--- config.mk ---
export PLATFORM = sky130hd
export DESIGN_NAME = bit_node_acc
export DESIGN_NICKNAME = d
export VERILOG_FILES = /design/src/rtl/bit_node_pkg.sv /design/src/rtl/bit_node_ctrl.sv /design/src/rtl/bit_node_dp.sv /design/src/rtl/bit_node_acc.sv
export SDC_FILE = /design/constraint.sdc
export NUM_CORES = 1
export LEC_CHECK = 0
export BUFFER_PORTS_ARGS = -buffer_cell sky130_fd_sc_hd__buf_2
export CAP_MARGIN = 10
export CORE_MARGIN = 2
export CORE_UTILIZATION = 40
export DETAILED_ROUTE_END_ITERATION = 7
export HOLD_SLACK_MARGIN = 0.1
export SYNTH_ARGS = -nofsm -noshare
export SYNTH_HDL_FRONTEND = slang
export SYNTH_SLANG_ARGS = --single-unit
--- constraint.sdc ---
create_clock -name clk -period 16.1 [get_ports clk]
set_clock_uncertainty 0.15 [all_clocks]
set_input_delay 4.83 -clock clk [delete_from_list [all_inputs] [get_ports clk]]
set_output_delay 4.83 -clock clk [all_outputs]
set_load 0.01 [all_outputs]
--- src/rtl/bit_node_pkg.sv ---
package bit_node_pkg;
  parameter int MsgW = 6;
  parameter int AccW = 9;
  localparam int MagW = MsgW - 1;
  localparam int PadW = AccW - MagW;

  typedef logic [MsgW-1:0] smT;
  typedef logic signed [AccW-1:0] accT;
  typedef logic signed [AccW:0] wideT;

  localparam accT AccPos = accT'((2 ** (AccW - 1)) - 1);
  localparam accT MagPos = accT'((2 ** MagW) - 1);

  typedef struct packed {
    logic load;
    logic add;
    logic close;
    logic extReq;
  } ctrlStrobesT;

  function automatic accT smToTc(smT m);
    accT magExt;
    magExt = accT'({{PadW{1'b0}}, m[MagW-1:0]});
    return m[MsgW-1] ? -magExt : magExt;
  endfunction

  function automatic accT satAdd(accT a, accT b);
    wideT s;
    s = wideT'(a) + wideT'(b);
    if (s > wideT'(AccPos)) return AccPos;
    if (s < -wideT'(AccPos)) return -AccPos;
    return s[AccW-1:0];
  endfunction

  function automatic accT clipMag(accT v);
    if (v > MagPos) return MagPos;
    if (v < -MagPos) return -MagPos;
    return v;
  endfunction

  function automatic smT tcToSm(accT v);
    accT a;
    a = (v < 0) ? -v : v;
    return {(v < 0), a[MagW-1:0]};
  endfunction
endpackage

--- src/rtl/bit_node_ctrl.sv ---
module bit_node_ctrl
  import bit_node_pkg::*;
(
  input  logic        clk,
  input  logic        rstN,
  input  logic        frameStart,
  input  logic        msgValid,
  input  logic        msgLast,
  input  logic        extReq,
  output ctrlStrobesT st,
  output logic        sumValid,
  output logic        extValid
);
  always_comb begin
    st.load   = frameStart;
    st.add    = msgValid && !frameStart;
    st.close  = msgValid && msgLast && !frameStart;
    st.extReq = extReq;
  end

  always_ff @(posedge clk) begin
    if (!rstN) begin
      sumValid <= 1'b0;
      extValid <= 1'b0;
    end else begin
      sumValid <= st.close;
      extValid <= st.extReq;
    end
  end

  // result strobe exactly one cycle after the closing beat
  assert_sum_strobe_R5: assert property (@(posedge clk) disable iff (!rstN)
    (msgValid && msgLast && !frameStart) |=> sumValid);
  // no strobe without a closing beat
  assert_sum_cause_R5: assert property (@(posedge clk) disable iff (!rstN)
    !(msgValid && msgLast && !frameStart) |=> !sumValid);
  // extrinsic result follows each request
  assert_ext_strobe_R7: assert property (@(posedge clk) disable iff (!rstN)
    extReq |=> extValid);
endmodule

--- src/rtl/bit_node_dp.sv ---
module bit_node_dp
  import bit_node_pkg::*;
(
  input  logic        clk,
  input  logic        rstN,
  input  ctrlStrobesT st,
  input  smT          chanIn,
  input  smT          msgIn,
  input  smT          extMsgIn,
  output smT          sumOut,
  output logic        hardBit,
  output smT          extOut
);
  accT accReg, accNext, totalReg, extDiff;
  smT  extReg;

  always_comb begin
    accNext = accReg;
    if (st.load)     accNext = smToTc(chanIn);
    else if (st.add) accNext = satAdd(accReg, smToTc(msgIn));
    extDiff = clipMag(satAdd(totalReg, -smToTc(extMsgIn)));
  end

  always_ff @(posedge clk) begin
    if (!rstN) begin
      accReg   <= '0;
      totalReg <= '0;
      extReg   <= '0;
    end else begin
      accReg <= accNext;
      if (st.close)  totalReg <= clipMag(accNext);
      if (st.extReq) extReg   <= tcToSm(extDiff);
    end
  end

  assign sumOut  = tcToSm(totalReg);
  assign hardBit = totalReg[AccW-1];
  assign extOut  = extReg;

  // a start cycle loads the channel value
  assert_load_chan_R1: assert property (@(posedge clk) disable iff (!rstN)
    st.load |=> accReg == $past(smToTc(chanIn)));
  // idle cycles keep the running sum
  assert_idle_hold_R2: assert property (@(posedge clk) disable iff (!rstN)
    (!st.load && !st.add) |=> $stable(accReg));
  // no negative zero on the total
  assert_no_negzero_R3: assert property (@(posedge clk) disable iff (!rstN)
    sumOut != {1'b1, {(MsgW-1){1'b0}}});
  // no negative zero on the extrinsic output
  assert_ext_negzero_R3: assert property (@(posedge clk) disable iff (!rstN)
    extOut != {1'b1, {(MsgW-1){1'b0}}});
  // hard decision agrees with the sign of the coded total
  assert_hard_sign_R4: assert property (@(posedge clk) disable iff (!rstN)
    hardBit == sumOut[MsgW-1]);
  // running sum never leaves the symmetric 9-bit range
  assert_no_overflow_R6: assert property (@(posedge clk) disable iff (!rstN)
    (accReg <= AccPos) && (accReg >= -AccPos));
endmodule

--- src/rtl/bit_node_acc.sv ---
module bit_node_acc
  import bit_node_pkg::*;
(
  input  logic       clk,
  input  logic       rstN,
  input  logic       frameStart,
  input  logic [5:0] chanIn,
  input  logic       msgValid,
  input  logic       msgLast,
  input  logic [5:0] msgIn,
  input  logic       extReq,
  input  logic [5:0] extMsgIn,
  output logic       sumValid,
  output logic [5:0] sumOut,
  output logic       hardBit,
  output logic       extValid,
  output logic [5:0] extOut
);
  ctrlStrobesT st;

  bit_node_ctrl uCtrl (
    .clk(clk), .rstN(rstN), .frameStart(frameStart), .msgValid(msgValid),
    .msgLast(msgLast), .extReq(extReq), .st(st), .sumValid(sumValid),
    .extValid(extValid)
  );

  bit_node_dp uDp (
    .clk(clk), .rstN(rstN), .st(st), .chanIn(chanIn), .msgIn(msgIn),
    .extMsgIn(extMsgIn), .sumOut(sumOut), .hardBit(hardBit), .extOut(extOut)
  );
endmodule

## Yosys cells after proc, flatten, opt, wreduce, memory -nomap -nowiden

Cells that the tools add are included.

| word-level totals | value |
|---|---|
| register bits | 26 |
| input port bits | 24 |
| logic and storage cells | 70 |

| cells by class | value |
|---|---|
| add/subtract/negate cells | 8 |
| $lt $le $gt $ge | 10 |
| multiplexer cells | 43 |
| reductions and logical operators | 4 |

Operator list:

| operator | count |
|---|---|
| two-way mux 9 bit | 21 |
| negator 5 -> 9 bit | 3 |
| adder 9 x 9 -> 10 bit | 2 |
| greater-than comparator 10 x 9 -> 1 bit, second input constant | 2 |
| less-than comparator 10 x 9 -> 1 bit, second input constant | 2 |
| two-way mux 1 bit | 20 |
| greater-than comparator 9 x 6 -> 1 bit, second input constant | 2 |
| less-than comparator 9 x 1 -> 1 bit, second input constant | 2 |
| less-than comparator 9 x 6 -> 1 bit, second input constant | 2 |
| two-way mux 5 bit | 2 |
| negator 5 bit | 2 |
| negator 9 bit | 1 |
| logical AND 1 bit | 3 |
| zero test 1 bit | 1 |

## Depth between registers and ports, before layout

Gate-level depths: netlist of the first run.

| depth | value |
|---|---|
| depth after elaboration | 23 |
| mapped depth | 27 |
| mapped depth without buffers | 26 |

## By module

A second synthesis of the first run with hierarchy kept.

| second synthesis, totals | value |
|---|---|
| cells, all modules | 399 |
| area, all modules | 3121.7 µm² |

By module, submodules not included:

| module | times used | cells an instance | area an instance (µm²) |
|---|---|---|---|
| bit_node_dp | 1 | 391 | 3031.7 |
| bit_node_ctrl | 1 | 8 | 90.1 |

## Least setup slack after synthesis of the first run

OpenSTA, ideal clock, no wires.

| timing path | value |
|---|---|
| kind | in2reg |
| start | input extMsgIn[0] |
| end | register uDp.extReg[2] (netlist: uDp.extOut[2]) |
| library setup time | 0.074 ns |
| data arrival time | 9.497 ns |
| required time | 15.876 ns |
| setup slack | 6.379 ns |
| cell stages on the path | 25 |
| buffers on the path | 1 |
| cell sequence | inv_1 > ha_1 > nand2b_1 > a21oi_1 > a21oi_1 > or2_2 > a21oi_1 > o22ai_1 > a221o_1 > ha_1 > o21a_1 > o21a_1 > o22ai_2 > nor3b_1 > a211oi_2 > inv_1 > or3_1 > ha_1 > clkbuf_1 > nor2_1 > o21ai_0 > ha_1 > nor2_1 > or3_1 > a31oi_1 |

| on the way | value |
|---|---|
| cells in the longest elaborated chain, start to end | 16 |
| elaborated cells between the ends (all ways) | 23 |

Ends and longest elaborated chain:

| element | RTL line | source |
|---|---|---|
| start, declared | bit_node_acc.sv:12 | `input logic [5:0] extMsgIn,` |
| negator 5 -> 9 bit | bit_node_pkg.sv:24 | `return m[MsgW-1] ? -magExt : magExt;` |
| two-way mux 9 bit * | bit_node_pkg.sv:24 |  |
| negator 9 bit * | bit_node_dp.sv:21 | `extDiff = clipMag(satAdd(totalReg, -smToTc(extMsgIn)));` |
| adder 9 x 9 -> 10 bit * | bit_node_pkg.sv:29 | `s = wideT'(a) + wideT'(b);` |
| less-than comparator 10 x 9 -> 1 bit | bit_node_pkg.sv:31 | `if (s < -wideT'(AccPos)) return -AccPos;` |
| two-way mux 1 bit (2 in a row) | bit_node_pkg.sv:31 |  |
| two-way mux 9 bit | bit_node_pkg.sv:32 | `return s[AccW-1:0];` |
| two-way mux 9 bit * | bit_node_pkg.sv:31 |  |
| less-than comparator 9 x 6 -> 1 bit | bit_node_pkg.sv:37 | `if (v < -MagPos) return -MagPos;` |
| two-way mux 1 bit (2 in a row) | bit_node_pkg.sv:37 |  |
| two-way mux 9 bit | bit_node_pkg.sv:38 | `return v;` |
| two-way mux 9 bit * | bit_node_pkg.sv:37 |  |
| less-than comparator 9 x 1 -> 1 bit / negator 5 bit (equally long branches) | bit_node_pkg.sv:43 | `a = (v < 0) ? -v : v;` |
| two-way mux 5 bit * | bit_node_pkg.sv:43 |  |
| end signal, assigned | bit_node_dp.sv:32 | `if (st.extReq) extReg <= tcToSm(extDiff);` |
| end, declared | bit_node_dp.sv:15 | `smT extReg;` |

Mark *: on every way between the ends. The rest lies on a longest branch, timed or not. The select of a mux whose other input is x is not followed.
A chain may end at the register's enable or synchronous reset.

## Final worst setup path of the first run

Ends and elaborated chain as after synthesis.

==> results of run 1 <==
report_power, final:
| part | total (W) | internal [W] | leakage [nW] | switching (W) |
|---|---|---|---|---|
| Combinational | 0.000147 | 0.0000594 | 1.21 | 0.0000873 |
| Clock | 0.0000376 | 0.0000168 | 0.0216 | 0.0000208 |
| Sequential | 0.0000745 | 0.0000698 | 0.215 | 0.00000469 |
cell usage in the layout, fill, tap and decap left out, types with 6 or more instances in the layout:
cell / Yosys / layout
nor2_1: 38 / 38
buf_2: 3 / 38
inv_1: 31 / 31
o21ai_0: 30 / 30
a21oi_1: 30 / 30
ha_1: 28 / 28
nand2_1: 27 / 27
dfxtp_1: 26 / 26
xnor2_1: 15 / 15
nor3_1: 13 / 13
o31ai_1: 11 / 11
nand2b_1: 10 / 10
nor2b_1: 8 / 8
and2_1: 7 / 7
o21a_1: 7 / 7
o31a_1: 6 / 6
or3_1: 6 / 6
a31oi_1: 6 / 6
logic make-up after synthesis:
| logic type | share of synthesized area, % |
|---|---|
| xor gates and xnor gates | 5.51 |
| DFF | 16.4 |
| adders and majority gates | 13.6 |
| buffers and inverters | 6.49 |
| and+or+nand+nor | 23.3 |
| muxes | 1.26 |
| AOI/OAI and AO/OA | 33.5 |
routing by layer:
metal	up-vias	share of wire, %
met3	6	3.9
met5	-	0
li1	1583	-
met4	0	0.67
met2	59	46
met1	1391	50
metrics by stage:
step                      cells  hold WS (ns)
final                       541         0.338
after global routing        541         0.376
after CTS                   541         0.350
after detailed placement    538         0.333
after global placement      538         0.304
after floorplan             415         0.310
tightest hold or removal path: cells and delay by family (launching register included):
kind	cells	cell delay, ns
flops	1	0.32
simple gates	1	0.06
compound gates	1	0.06
sequential cells by signal, summed over array words and instances (netlist names):
| register | count |
|---|---|
| uDp.extOut | 6 |
| uDp.accReg | 9 |
| uDp.totalReg | 9 |
| uCtrl.sumValid | 1 |
| uCtrl.extValid | 1 |
how the worst max path moves through the flow:
stage                      from  slack (ns)  cells past startpoint       endpoint
detailed placement  extMsgIn[0]        5.85                     25  uDp.extOut[2]
floorplan           extMsgIn[0]        6.38                     25  uDp.extOut[2]
global route        extMsgIn[0]        5.59                     25  uDp.extOut[2]
finish              extMsgIn[0]        6.11                     25  uDp.extOut[2]
global placement    extMsgIn[0]        6.06                     25  uDp.extOut[2]
CTS                 extMsgIn[0]        6.15                     25  uDp.extOut[2]
layout make-up:
class                   count  area [um^2]  share of cell area, %
multi-input cells         341         2450                   71.1
well taps                 102          128                   3.70
repair buffers             38          190                   5.52
flip-flops and latches     26          520                   15.1
clock buffers               3         41.3                   1.20
inverters                  31          116                   3.37
==> qor.yml, run 1 <==
outcome:
  status: "complete, no violations"
pwr:
  vdd_drop_max_mv: 0.0514
  power.density_nw_per_um2: 75.0
  finalPower_w: 0.000259
  p_leak_nw: 1.45
logic_synthesis:
  synthTopCellsByArea: "dfxtp_1 (16%), ha_1 (11%), a21oi_1 (4.7%), o21ai_0 (4.7%), nor2_1 (4.5%)"
  synth_cells: 415
  yosys.cell_count.top_type: "nor2_1"
  synth_edf_count: 0
  synth_ff_type: "dfxtp_1"
  seq_area_frac_synth_pct: 16.4
  netlist_area_um2: 3180
  ys_top_cells_by_count: "nor2_1 (38), inv_1 (31), a21oi_1 (30), o21ai_0 (30), ha_1 (28)"
  synthDistinctLibCells: 77
  synthArstFlopShare_pct: 0
  synth_seq_cells: 26
  yosys.area.top_type: "dfxtp_1"
  synth.avg_cell_area_um2: 7.66
  synth_fp_nets: 469
  yosys_warnings: 0
  synth_top_area_share_pct: 16.4
finish:
  area_growth_syn_to_layout_pct: 8.46
  design_area_um2: 3450
  drive_gt1_share_pct: 14.4
  nFillCells: 773
  utilization_pct: 44.6
  fin_nets: 495
  n_antenna_cell: 0
worst_setup_path:
  end_kind: "flop"
  cp_slowest_cell: "a211oi_2"
  reg2reg_slack_ns: 11.92
  crit_top_cell: "ha_1"
  cp_max_fo: 11
  r2r_cells: 16
  crit_buf_inv: 3
  crit_type: "input port to flop"
  path_delay_family: "compound AO/OA/AOI/OAI gates"
  critPathMaxStageDelay_ns: 0.52
  arrival_ns: 10.05
  r2r-end: "uDp.extOut[2]"
  startpoint_type: "input port"
  required_ns: 16.16
  crit-reg2reg-launch: "uDp.totalReg[0]"
placed_design:
  dp_hpwl_um: 6390
  placed_cell_area_um2: 3410
  place_congestion: 0.885
  numPortBuffers: 38
  pre_cts_ws_ns: 5.85
hold_path:
  hold_start: "uDp.extOut[5]"
  hold_path_end: "uDp.extOut[5]"
  min_path_cells: 2
  hold_path_class: "flop to flop"
sta:
  finalHoldViolations: 0
  max_freq_ghz: 0.100
  timing.setup.tns_ns: 0
  fin_crit_sh_pct: 62.1
  maxSlewHeadroom_pct: 49.3
  maxSlewViolCount: 0
  finalSetupViolations: 0
  min_period_ns: 9.99
  rsz0062_at_grt: "false"
  setup_slack_ns: 6.11
  worst_slew_pin_slew_ns: 0.754
clock_tree:
  ctsResizeCount: 0
  ctsHoldBuffers: 0
  clk_pin_slew_worst_paths_ns: 0.09
  post_cts_buffers: 0
  cts_sinks: 26
  htreeDepth: 1
  cts_root_buf: "clkbuf_8"
  tritoncts: "done"
  worstSkewPairLatency_ns: 0.27
  clockBufferDepth: 2
  numCtsBuffers: 3
grt:
  antenna_found_initial: 0
  grt_usage_pct: 18.9
  grt_util_met2_pct: 29.7
  busiest_layer: "met2"
  grt_pass1_wl_um: 13400
  grt_pass1_vias: 2816
  grt_overflow_total: 0
  grt_use_met3_pct: 2.58
  grt_max_degree: 20
  grtUsageMet1_pct: 27.9
floorplanning:
  row_count: 32
  io_pins: 39
  fp.dieArea_um2: 8680
  die_width_um: 93.2
  die_y_um: 93.2
  core_um2: 7730
  initial_utilization_pct: 41.1
routing:
  num_vias: 3039
  wl_per_cell_um: 14.7
  postRouteAntennaNets: 0
  drc_errors: 0
  firstDrtPassIters: 4
  drtIter0Drc: 188
  wirelength_um: 7960
  viasPerCell: 5.62
job:
  maxCapViolCount: 0
No activity file was read; power rests on OpenSTA's default activity.
==> inputs of run 2 (changes only) <==
Settings changed: ABC_AREA set to 1.
Clock period 16.1 ns to 8.3 ns, I/O delays scaled along.
==> run 2 against run 1 <==
Effect of this change: register-to-register slack got worse by 7.4 ns; non-clock buffer count unchanged; via count about the same; power up 71%; clock power up 120%; critical path depth is 7 higher; critical path type unchanged; critical endpoint is now uDp.extOut[4]; largest cell class unchanged; highest routed layer unchanged.
==> qor.yml, run 2 <==
grt:
  grt_pass1_vias: 2757  # -2.1%
  grt_pass1_wl_um: 12200  # -8.8%
  grt_max_degree: 19  # -5.0%
  grt_overflow_total: 0  # unchanged
  grt_usage_pct: 17.3  # -1.6 points
  antenna_found_initial: 0  # unchanged
finish:
  final_cell_mix: "nand2_1 (144), inv_1 (90), nor2_1 (40)"
  nFillCells: 824  # +6.6%
  final_common_cell: "nand2_1"
  area_growth_syn_to_layout_pct: 10.5
  fin_nets: 595  # +20%
  drive_gt1_share_pct: 11.5  # -2.9 points
  n_antenna_cell: 0  # unchanged
  utilization_pct: 45.9  # +1.3 points
sta:
  timing.setup.tns_ns: 0  # unchanged
  worst_slew_pin_slew_ns: 0.489  # -0.265 ns
  maxSlewViolCount: 0  # unchanged
  fin_crit_sh_pct: 83.3
  finalHoldViolations: 0  # unchanged
  maxSlewHeadroom_pct: 67.2  # +18 points
  rsz0062_at_grt: "false"
  finalSetupViolations: 0  # unchanged
  min_period_ns: 6.92
  max_freq_ghz: 0.145
placed_design:
  dp_hpwl_um: 5820  # -8.9%
  numPortBuffers: 38  # unchanged
  place_congestion: 0.840  # -5.0%
logic_synthesis:
  synth_fp_nets: 561  # +20%
  synth_seq_cells: 26  # unchanged
  synthTopCellsByArea: "nand2_1 (18%), dfxtp_1 (17%), ha_1 (12%), inv_1 (11%), a21oi_1 (5.6%)"
  synthArstFlopShare_pct: 0  # unchanged
  ys_top_cells_by_count: "nand2_1 (144), inv_1 (90), nor2_1 (40)"
  yosys.cell_count.top_type: "nand2_1"
  yosys.area.top_type: "nand2_1"
  synth.avg_cell_area_um2: 5.97  # -22%
  synth_cells: 507  # +22%
  synth_ff_type: "dfxtp_1"
  yosys_warnings: 0  # unchanged
  synthDistinctLibCells: 39  # -49%
  netlist_area_um2: 3030  # -4.8%
  synth_edf_count: 0  # unchanged
  synth_top_area_share_pct: 17.9  # +1.5 points
  seq_area_frac_synth_pct: 17.2  # +0.83 points
clock_tree:
  tritoncts: "done"
  post_cts_buffers: 0  # unchanged
  worstSkewPairLatency_ns: 0.27  # about the same
  clockBufferDepth: 2  # unchanged
  ctsHoldBuffers: 0  # unchanged
  cts_sinks: 26  # unchanged
  cts_root_buf: "clkbuf_8"
  clk_pin_slew_worst_paths_ns: 0.09  # about the same
  htreeDepth: 1  # unchanged
  numCtsBuffers: 3  # unchanged
  ctsResizeCount: 0  # unchanged
pwr:
  power.density_nw_per_um2: 132  # +76%
  power_frac_seq_pct: 32.2  # +3.4 points
  power.switching_w: 0.000185  # +64%
  vdd_drop_max_mv: 0.0796  # +55%
  comb_power_share_pct: 49.1  # -7.6 points
  p_leak_nw: 1.91  # +32%
  finalPower_w: 0.000442  # +71%
  netSwitchingFraction_pct: 41.8  # -1.8 points
  clockPowerShare_pct: 18.7  # +4.2 points
  p_int_w: 0.000257  # +76%
floorplanning:
  die_y_um: 91.0  # -2.3%
  core_um2: 7290  # -5.6%
  initial_utilization_pct: 41.5  # +0.36 points
  row_count: 31  # -3.1%
  io_pins: 39  # unchanged
  die_width_um: 91.0  # -2.3%
  fp.dieArea_um2: 8280  # -4.6%
worst_setup_path:
  crit-reg2reg-launch: "uDp.totalReg[0]"
  reg2reg_slack_ns: 4.54  # -7.38 ns
  crit_buf_inv: 6  # +3
  end_kind: "flop"
  cp_max_fo: 10  # -1
  crit_type: "input port to flop"
  arrival_ns: 6.94  # -3.11 ns
  critPathMaxStageDelay_ns: 0.38  # -0.14 ns
  path_delay_family: "simple AND/OR/NAND/NOR gates"
  r2r_cells: 25  # +9
  r2r-end: "uDp.extOut[4]"
  required_ns: 8.32  # -7.84 ns
  cp_slowest_cell: "o21ai_0"
  startpoint_type: "input port"
hold_path:
  hold_start: "uDp.extOut[2]"
  hold_path_class: "flop to flop"
  hold_path_end: "uDp.extOut[2]"
  min_path_cells: 2  # unchanged
routing:
  wl_per_cell_um: 10.8  # -27%
  num_vias: 3040  # +0.033%
  drtIter0Drc: 105  # -44%
  postRouteAntennaNets: 0  # unchanged
  firstDrtPassIters: 4  # unchanged
  wirelength_um: 6910  # -13%
  drc_errors: 0  # unchanged
  viasPerCell: 4.76  # -15%
outcome:
  status: "complete, no violations"
job:
  maxCapViolCount: 0  # unchanged
-- run 2: cell count changes after synthesis, moves of 6 or more --
cell	delta
nand4_1	+11
or3_1	-6
nand2_1	+117
nor2b_1	-8
nand2b_1	-10
xnor2_1	-7
and2_1	-7
a31oi_1	-6
inv_1	+59
nand3_1	+28
o31ai_1	-7
o31a_1	-6
nand2_2	+6
-- run 2: power by group through the flow --
stage / sequential (W) / clock [W] / combinational [W]
4_1_cts: 0.000142 / 0.0000840 / 0.000218
2_1_floorplan: 0.000144 / 0 / 0.000171
6_report: 0.000142 / 0.0000828 / 0.000217
3_5_place_dp: 0.000145 / 0 / 0.000216
3_3_place_gp: 0.000145 / 0 / 0.000214
5_1_grt: 0.000143 / 0.0000885 / 0.000252
-- run 2: logic make-up after synthesis --
| kind of cell | Yosys count | share of synthesized area [%] |
|---|---|---|
| simple gates | 260 | 37.6 |
| buf+inv | 102 | 13.2 |
| compound gates | 78 | 15.9 |
| fa+ha+maj | 30 | 12.9 |
| flops | 26 | 17.2 |
| xor+xnor | 11 | 3.18 |
-- run 2: tightest hold or removal path, stage by stage, from the launching register on --
cell     delay [ns]
dfxtp_1        0.33
nand2_1        0.06
a21oi_1        0.05
-- run 2: layer usage --
metal	GRT usage [%]	vias up	share of wire (%)
met1	25.2	1308	55
met2	27.9	37	43
met3	1.91	2	2.3
li1	-	1693	-
met4	2.65	0	0.51
met5	0	-	0
-- run 2: final cells by class --
type | instances | area [um^2] | area share (%)
Inverter | 93 | 349 | 10.4
Tap cell | 99 | 124 | 3.70
Multi-Input combinational cell | 379 | 2110 | 63.0
Sequential cell | 26 | 520 | 15.6
Clock buffer | 4 | 55.1 | 1.65
Timing Repair Buffer | 38 | 190 | 5.68
-- run 2: worst max path at each step --
stage	startpoint	to	slack (ns)	cells past startpoint
floorplan	extMsgIn[0]	uDp.extOut[4]	1.64	33
global placement	extMsgIn[0]	uDp.extOut[4]	1.24	33
detailed placement	extMsgIn[0]	uDp.extOut[4]	1.07	32
CTS	extMsgIn[0]	uDp.extOut[4]	1.35	31
global route	extMsgIn[0]	uDp.extOut[4]	0.73	32
finish	extMsgIn[0]	uDp.extOut[4]	1.38	32
-- run 2: metrics by stage --
stage               cell area, um^2  setup slack [ns]  cells  hold WS (ns)
CTS                            3350              1.35    639         0.330
finish                         3350              1.38    639         0.334
global placement               3290              1.24    635         0.306
floorplan                      3030              1.64    507         0.300
global route                   3350             0.733    639         0.354
detailed placement             3290              1.07    635         0.317
==> inputs of run 3 (changes only) <==
Clock period 8.3 ns to 5.66 ns, I/O delays scaled along.
==> run 3 against run 2 <==
Effect of this change: routed wire length grew 6.2%; register-to-register slack worse by 2.5 ns; die area stayed put; clock power grew 44%; hold slack worse by 0.020 ns; power grew 63%; highest routed layer unchanged; final area grew 13%; flip-flop and latch count stayed put; combinational power grew 81%; largest cell class unchanged.
==> qor.yml, run 3 (synthesized netlist as in run 2, its figures left out) <==
floorplanning:
  fp.dieArea_um2: 8280  # unchanged
  die_y_um: 91.0  # unchanged
  row_count: 31  # unchanged
  initial_utilization_pct: 41.5  # unchanged
  io_pins: 39  # unchanged
  die_width_um: 91.0  # unchanged
  core_um2: 7290  # unchanged
routing:
  postRouteAntennaNets: 0  # unchanged
  wirelength_um: 7340  # +6.2%
  wl_per_cell_um: 10.8  # +0.27%
  num_vias: 3218  # +5.9%
  firstDrtPassIters: 4  # unchanged
  drtIter0Drc: 114  # +8.6%
  viasPerCell: 4.75  # about the same
  drc_errors: 0  # unchanged
grt:
  grt_pass1_wl_um: 12000  # -2.0%
  grt_overflow_total: 0  # unchanged
  grt_usage_pct: 17.2  # -0.11 points
  grt_max_degree: 19  # unchanged
  antenna_found_initial: 0  # unchanged
  grt_pass1_vias: 2786  # +1.1%
finish:
  design_area_um2: 3790  # +13%
  area_growth_syn_to_layout_pct: 25.1
  n_antenna_cell: 0  # unchanged
  fin_nets: 633  # +6.4%
  drive_gt1_share_pct: 22.1  # +11 points
  final_common_cell: "nand2_1"
  final_cell_mix: "nand2_1 (139), inv_1 (83), nor2_1 (39)"
clock_tree:
  tritoncts: "done"
  clk_pin_slew_worst_paths_ns: 0.09  # about the same
  clockBufferDepth: 2  # unchanged
  cts_sinks: 26  # unchanged
  numCtsBuffers: 3  # unchanged
  worstSkewPairLatency_ns: 0.27  # about the same
  cts_root_buf: "clkbuf_8"
  htreeDepth: 1  # unchanged
sta:
  fin_crit_sh_pct: 98.2
  rsz0062_at_grt: "true"
  max_freq_ghz: 0.180
  maxSlewViolCount: 0  # unchanged
  finalHoldViolations: 0  # unchanged
  timing.setup.tns_ns: 0  # unchanged
  finalSetupViolations: 0  # unchanged
  setup_slack_ns: 0.103  # -1.28 ns
  worst_slew_pin_slew_ns: 0.491  # +0.00247 ns
  min_period_ns: 5.56
  maxSlewHeadroom_pct: 67.0  # -0.17 points
worst_setup_path:
  end_kind: "flop"
  required_ns: 5.69  # -2.63 ns
  crit_top_cell: "nand2_1"
  crit_type: "input port to flop"
  cp_max_fo: 5  # -5
  critPathMaxStageDelay_ns: 0.32  # -0.06 ns
  arrival_ns: 5.58  # -1.36 ns
  startpoint_type: "input port"
  cp_slowest_cell: "ha_1"
pwr:
  power.density_nw_per_um2: 190  # +44%
  vdd_drop_max_mv: 0.107  # +34%
  finalPower_w: 0.000718  # +63%
  p_leak_nw: 2.12  # +11%
placed_design:
  dp_hpwl_um: 5970  # +2.6%
  pre_cts_ws_ns: -0.294  # -1.37 ns
  place_congestion: 0.822  # -2.2%
  placed_cell_area_um2: 3570  # +8.5%
  numPortBuffers: 38  # unchanged
outcome:
  status: "complete, no violations"
job:
  maxCapViolCount: 0  # unchanged
hold_path:
  hold_path_class: "flop to flop"
==> run 3: cell count changes in the layout (fill, tap and decap cells not counted), moves of 3 or more <==
cell     previous run  this run
a21oi_1            34        31
a21oi_2             1         4
buf_4               0        37
inv_1              90        83
inv_2               1         5
inv_4               0         3
nand2_1           144       139
nand2_2             6        11
nand3_1            33        28
nand3_2             2         6
nor3_1             11         8
o21ai_0            25        22
==> run 3: final timing paths <==
kind / start / to / slack, ns / depth (start not counted)
min: uDp.extOut[2] / uDp.extOut[2] / 0.31 / 2
min reg2reg: uDp.extOut[2] / uDp.extOut[2] / 0.31 / 2
max: extMsgIn[1] / uDp.extOut[4] / 0.10 / 33
max reg2reg: uDp.accReg[0] / uDp.totalReg[2] / 2.08 / 23
==> run 3: stage by stage <==
step	hold slack, ns	util, %	cells
3_3_place_gp	0.302	49.0	669
6_report	0.314	51.9	677
5_1_grt	0.338	51.9	677
4_1_cts	0.317	49.7	673
3_5_place_dp	0.303	49.0	669
2_1_floorplan	0.299	-	507
==> run 3: cell type report <==
type                    instances  area [um^2]
multi-input cells             379         2240
clock buffers                   4         55.1
repair buffers                 76          495
flip-flops and latches         26          520
fillers                       776         3500
well taps                      99          124
inverters                      93          357
==> run 3: power breakdown <==
part	leakage [nW]	internal, W	switching [W]
clock	0.0288	0.0000621	0.0000566
combinational	1.88	0.000168	0.000224
sequential	0.215	0.000197	0.0000108
==> run 3: timing repair <==
item                                   CTS  global route
endpoints found under the hold margin    0             0
hold buffers                             0             0
buffers inserted                         0             4
setup endpoints to repair                0             6
gates resized for setup                  0            34
==> run 3: layer usage <==
| metal | wire, um | vias up | track usage (%) |
|---|---|---|---|
| met5 | 0 | - | 0 |
| met4 | 65 | 0 | 2.78 |
| met3 | 288 | 6 | 2.16 |
| met2 | 3300 | 55 | 28.0 |
| met1 | 3680 | 1380 | 24.6 |
| li1 | - | 1777 | - |
==> run 3: worst max-delay path: cells and delay by family <==
kind            cells  cell delay, ns
fa+ha+maj           5            1.19
compound gates      6            0.75
buf+inv             6            0.43
simple gates       16            1.50
